File: src/rtl/trap_ctrl.sv
module trap_ctrl #(
  parameter int XLEN    = 32,
  parameter int CAUSE_W = 4
) (
  input  logic               clk,
  input  logic               rst,
  input  logic               trap_valid,
  input  logic [CAUSE_W-1:0] trap_cause,
  input  logic [XLEN-1:0]    trap_pc,
  input  logic [XLEN-1:0]    trap_badaddr,
  input  logic               trap_badaddr_valid,
  input  logic               ret_valid,
  input  logic               csr_wr_en,
  input  logic               csr_wr_sel,
  input  logic [XLEN-1:0]    csr_wr_data,
  input  logic [31:0]        insn,
  output logic               is_ecall,
  output logic               is_mret,
  output logic [CAUSE_W-1:0] ecall_cause,
  output logic               redirect,
  output logic [XLEN-1:0]    next_pc,
  output logic               internal_error,
  output logic [1:0]         priv,
  output logic [XLEN-1:0]    status,
  output logic [XLEN-1:0]    epc,
  output logic [CAUSE_W-1:0] cause,
  output logic [XLEN-1:0]    tval,
  output logic [XLEN-1:0]    tvec
);
  localparam logic [1:0]  PRIV_U = 2'b00;
  localparam logic [1:0]  PRIV_M = 2'b11;
  localparam int          IE_BIT = 3;
  localparam int          PIE_BIT = 7;
  localparam int          PP_LO = 11;
  localparam logic [31:0] ECALL_WORD = 32'h0000_0073;
  localparam logic [31:0] MRET_WORD  = 32'h3020_0073;

  logic       ie_q, pie_q;
  logic [1:0] pp_q, priv_q;
  logic       addr_fault, brk, take_ret;
  logic [XLEN-1:0] tval_next;

  assign is_ecall    = (insn == ECALL_WORD);
  assign is_mret     = (insn == MRET_WORD);
  assign ecall_cause = (priv_q == PRIV_U) ? CAUSE_W'(8) : CAUSE_W'(11);

  always_comb begin
    case (trap_cause)
      CAUSE_W'(0), CAUSE_W'(1), CAUSE_W'(2), CAUSE_W'(4), CAUSE_W'(5),
      CAUSE_W'(6), CAUSE_W'(7), CAUSE_W'(12), CAUSE_W'(13), CAUSE_W'(15):
        addr_fault = 1'b1;
      default: addr_fault = 1'b0;
    endcase
  end

  assign brk            = (trap_cause == CAUSE_W'(3));
  assign internal_error = trap_valid & addr_fault & ~trap_badaddr_valid;
  assign take_ret       = ret_valid & ~trap_valid;
  assign tval_next      = addr_fault ? (trap_badaddr_valid ? trap_badaddr : '0)
                        : brk        ? trap_pc : '0;

  assign redirect = trap_valid | ret_valid;
  assign next_pc  = trap_valid ? tvec : ret_valid ? epc : '0;
  assign priv     = priv_q;

  always_comb begin
    status = '0;
    status[IE_BIT]         = ie_q;
    status[PIE_BIT]        = pie_q;
    status[PP_LO+1:PP_LO]  = pp_q;
  end

  always_ff @(posedge clk) begin
    if (rst) begin
      priv_q <= PRIV_M;
      ie_q   <= 1'b0;
      pie_q  <= 1'b0;
      pp_q   <= PRIV_U;
      epc    <= '0;
      cause  <= '0;
      tval   <= '0;
      tvec   <= '0;
    end else begin
      if (csr_wr_en && !csr_wr_sel) tvec <= csr_wr_data;
      if (csr_wr_en && csr_wr_sel)  epc  <= csr_wr_data;
      if (trap_valid) begin
        epc    <= trap_pc;
        cause  <= trap_cause;
        tval   <= tval_next;
        pie_q  <= ie_q;
        ie_q   <= 1'b0;
        pp_q   <= priv_q;
        priv_q <= PRIV_M;
      end else if (take_ret) begin
        ie_q   <= pie_q;
        pie_q  <= 1'b1;
        priv_q <= (pp_q == PRIV_M) ? PRIV_M : PRIV_U;
        pp_q   <= PRIV_U;
      end
    end
  end
endmodule


File: config.mk
export PLATFORM = sky130hd
export DESIGN_NAME = trap_ctrl
export DESIGN_NICKNAME = d
export VERILOG_FILES = /design/src/rtl/trap_ctrl.sv
export SDC_FILE = /design/constraint.sdc
export NUM_CORES = 1
export LEC_CHECK = 0
export BUFFER_PORTS_ARGS = -buffer_cell sky130_fd_sc_hd__buf_2
export CAP_MARGIN = 20
export CORE_UTILIZATION = 30
export DETAILED_ROUTE_END_ITERATION = 10
export GPL_ROUTABILITY_DRIVEN = 0
export SETUP_SLACK_MARGIN = 0.2
export SLEW_MARGIN = 30
export SYNTH_ARGS = -nofsm -noshare
export SYNTH_HDL_FRONTEND = slang
export SYNTH_SLANG_ARGS = --single-unit
File: constraint.sdc
create_clock -name clk -period 3.19 [get_ports clk]
set_clock_uncertainty 0.2 [all_clocks]
set_input_delay 0 -clock clk [delete_from_list [all_inputs] [get_ports clk]]
set_output_delay 0 -clock clk [all_outputs]
set_load 0.02 [all_outputs]
==> out/qor.yml <==
critical_path:
  path_class: "in -> reg"
  crit_fanout: 66
  crit_path_end_kind: "register"
  cp.arrival_ps: 2400
  cp.required_ps: 3230
  start_kind: "input pin"
  critPathMaxStageDelay_ps: 590
  crit_slowest_cell: "dlygate4sd3_1"
  path_cells: "buf_2, clkinv_2, buf_12, a32oi_1, o32ai_1, dlygate4sd3_1"
timing:
  fin_crit_sh: 0.739
  fin_crit_ps: 2360
  finalSetupViolations: 0
  slew_violations: 0
  rsz0062_at_grt: "no"
  slew_headroom: 0.429
  worst_pin_slew_ps: 857
  hold_ws_ps: 20.5
  setup-tns-final_ps: 0
  fmax_mhz: 424
  hold_viol: 0
synthesis:
  syn_area_per_cell_um2: 7.82
  syn_area_mm2: 0.00525
  ys_ff_latch: 104
  ys_seq_area_frac: 0.397
  postSynthCellCount: 671
  yosysWarnings: 0
  synth.distinct_cells: 33
detailed_routing:
  via_per_inst: 5.06
  ant_nets: 0
  drc: 0
  drt_wl_total_um: 22500
  drt_pass1_iterations: 5
  dr.first_iter.drc_count: 431
  dr_total_vias: 6488
  wl_per_cell_um: 17.5
pwr:
  sw_frac_of_total: 0.314
  p_sw_w: 0.00108
  vdd_drop_max_mv: 0.265
  power_w: 0.00343
  p_int_w: 0.00235
  power.share.sequential: 0.415
  p_comb_frac: 0.239
  powerDensity_mw_per_mm2: 407
  p_leak_nw: 3.84
  clkPwrFrac: 0.346
global_route:
  grt_usage: 0.245
  grt_start_max_net_pins: 76
  grt_pass1_wl_um: 34000
  gr-total-overflow: 0
  first_global_vias: 6151
  antenna_found_initial: 0
clocking:
  clk_latency_ps: 350
  cts_buffer_depth: 2
  cts.htree.levels: 3
  cts.sinks: 104
  clk_pin_slew_worst_paths_ps: 80
  cts_tree: "built"
  cts_root_buffer: "clkbuf_16"
  cts_made_buffers: 9
  ctsResizeCount: 0
die:
  die_w_um: 134
  core_area_mm2: 0.0168
  chipHeight_um: 134
  ios: 313
  initial_utilization: 0.312
  num_rows: 47
  die-area_mm2: 0.0180
final_layout:
  multi_input_area_mm2: 0.00266
  drive_gt1_frac: 0.299
  antenna_cells: 0
  nFillCells: 1610
  seqCellArea_mm2: 0.00208
  stdcell_area_mm2: 0.00843
  area.growth.synth_to_final_pct: 60.6
  nets: 1195
run:
  max-cap-violations: 0
outcome:
  status: "completed"
placed_design:
  io_buffers: 282
  postPlaceCellArea_mm2: 0.00655
  dp.final_hpwl_um: 14400
hold_path:
  min_path_type: "in -> reg"
[worst max-delay path, delay by kind of cell]
| kind | cells | cell delay (ps) |
|---|---|---|
| buffers and inverters | 4 | 1940 |
| AO/OA/AOI/OAI | 2 | 370 |
[synth_stat cells, drive strengths merged]
cell type	n	share of area
a21oi	34	0.032
a311oi	32	0.053
a32oi	32	0.053
and4b	1	0.0019
buf	81	0.10
clkbuf	23	0.016
conb	2	0.0014
dfxtp	104	0.40
inv	2	0.0014
mux2i	6	0.011
nand2	163	0.12
nand2b	34	0.041
nand3	34	0.035
nand3b	1	0.0014
nand4	1	0.0012
nand4b	1	0.0017
nor2	39	0.028
nor2b	1	0.0012
nor3	6	0.0057
nor3b	1	0.0014
nor4	4	0.0048
nor4b	2	0.0033
nor4bb	1	0.0019
o21ai	32	0.031
o32ai	32	0.053
or2	1	0.0012
or3	1	0.0012
[flip-flops by register name, indices dropped and copies added, names as in the netlist]
register and flops:
priv 1, cause 4, tval 32, pp_q 1, tvec 32, pie_q 1, epc 32, ie_q 1
[layout by cell type, fill, tap and decap left out, types with 2 or more instances in the layout]
cell type,synthesis,layout
nor3_1,6,6
nand3_1,33,33
buf_4,37,11
a21oi_1,34,33
buf_2,33,281
nor4b_1,2,2
o32ai_1,32,32
dlygate4sd3_1,0,155
nand2_1,162,162
nor2_1,39,39
clkbuf_16,0,9
mux2i_1,6,6
a32oi_1,32,32
conb_1,2,30
clkinv_2,0,2
inv_6,0,2
nor4_1,4,4
o21ai_0,32,32
a311oi_1,32,32
dfxtp_1,104,104
nand2b_1,34,34
buf_12,0,2
[power groups by stage]
stage                     Clock [W]  Sequential (W)  Combinational [W]
final                       0.00119         0.00142           0.000818
after floorplan                   0         0.00152           0.000345
after global routing        0.00127         0.00143           0.000881
after CTS                   0.00121         0.00142           0.000808
after detailed placement          0         0.00145           0.000664
after global placement            0         0.00145           0.000662
[cell families after synthesis]
| logic type | after synthesis | synth area share |
|---|---|---|
| buffers and inverters | 106 | 0.120 |
| muxes | 6 | 0.0114 |
| DFF | 104 | 0.397 |
| AOI/OAI and AO/OA | 162 | 0.223 |
| other | 2 | 0.00143 |
| and+or+nand+nor | 291 | 0.247 |
[metal layers]
metal  vias to the layer above  track usage  wire [um]
met5                         -            0          0
met4                         0       0.0918        538
met3                        38       0.0499       1690
met2                       331        0.424      11200
met1                      3029        0.298       9010
li1                       3090            -          -
[path summary, 6_finish.rpt]
check | start | to | slack [ps] | depth (start not counted)
worst max-delay path | trap_valid | tval[6]$_SDFFE_PP0P_ | 830 | 6
worst min-delay path | trap_valid | ie_q$_SDFFE_PP0P_ | 20 | 2
worst max register to register | epc[23]$_SDFFE_PP0P_ | epc[23]$_SDFFE_PP0P_ | 1580 | 3
worst min register to register | tvec[29]$_SDFFE_PP0P_ | tvec[29]$_SDFFE_PP0P_ | 270 | 2
[layout make-up]
class	count	share of cell area
inverters	2	0.00104
clock buffers	10	0.0284
flip-flops and latches	104	0.247
repair buffers	450	0.367
well taps	220	0.0327
multi-input cells	489	0.315
clock inverters	6	0.00861
[timing repair]
item                                   4_1_cts  5_1_grt
setup buffers                                0        0
hold buffers                               155        0
endpoints found under the hold margin      100        0
[per-stage QoR]
stage	setup slack, ps	instances	util
2_1_floorplan	1880	699	-
3_3_place_gp	1130	1109	0.389
3_5_place_dp	1060	1109	0.389
4_1_cts	767	1280	0.500
5_1_grt	646	1281	0.501
6_report	833	1281	0.501
Note: power is estimated with default switching activity, not from simulation.
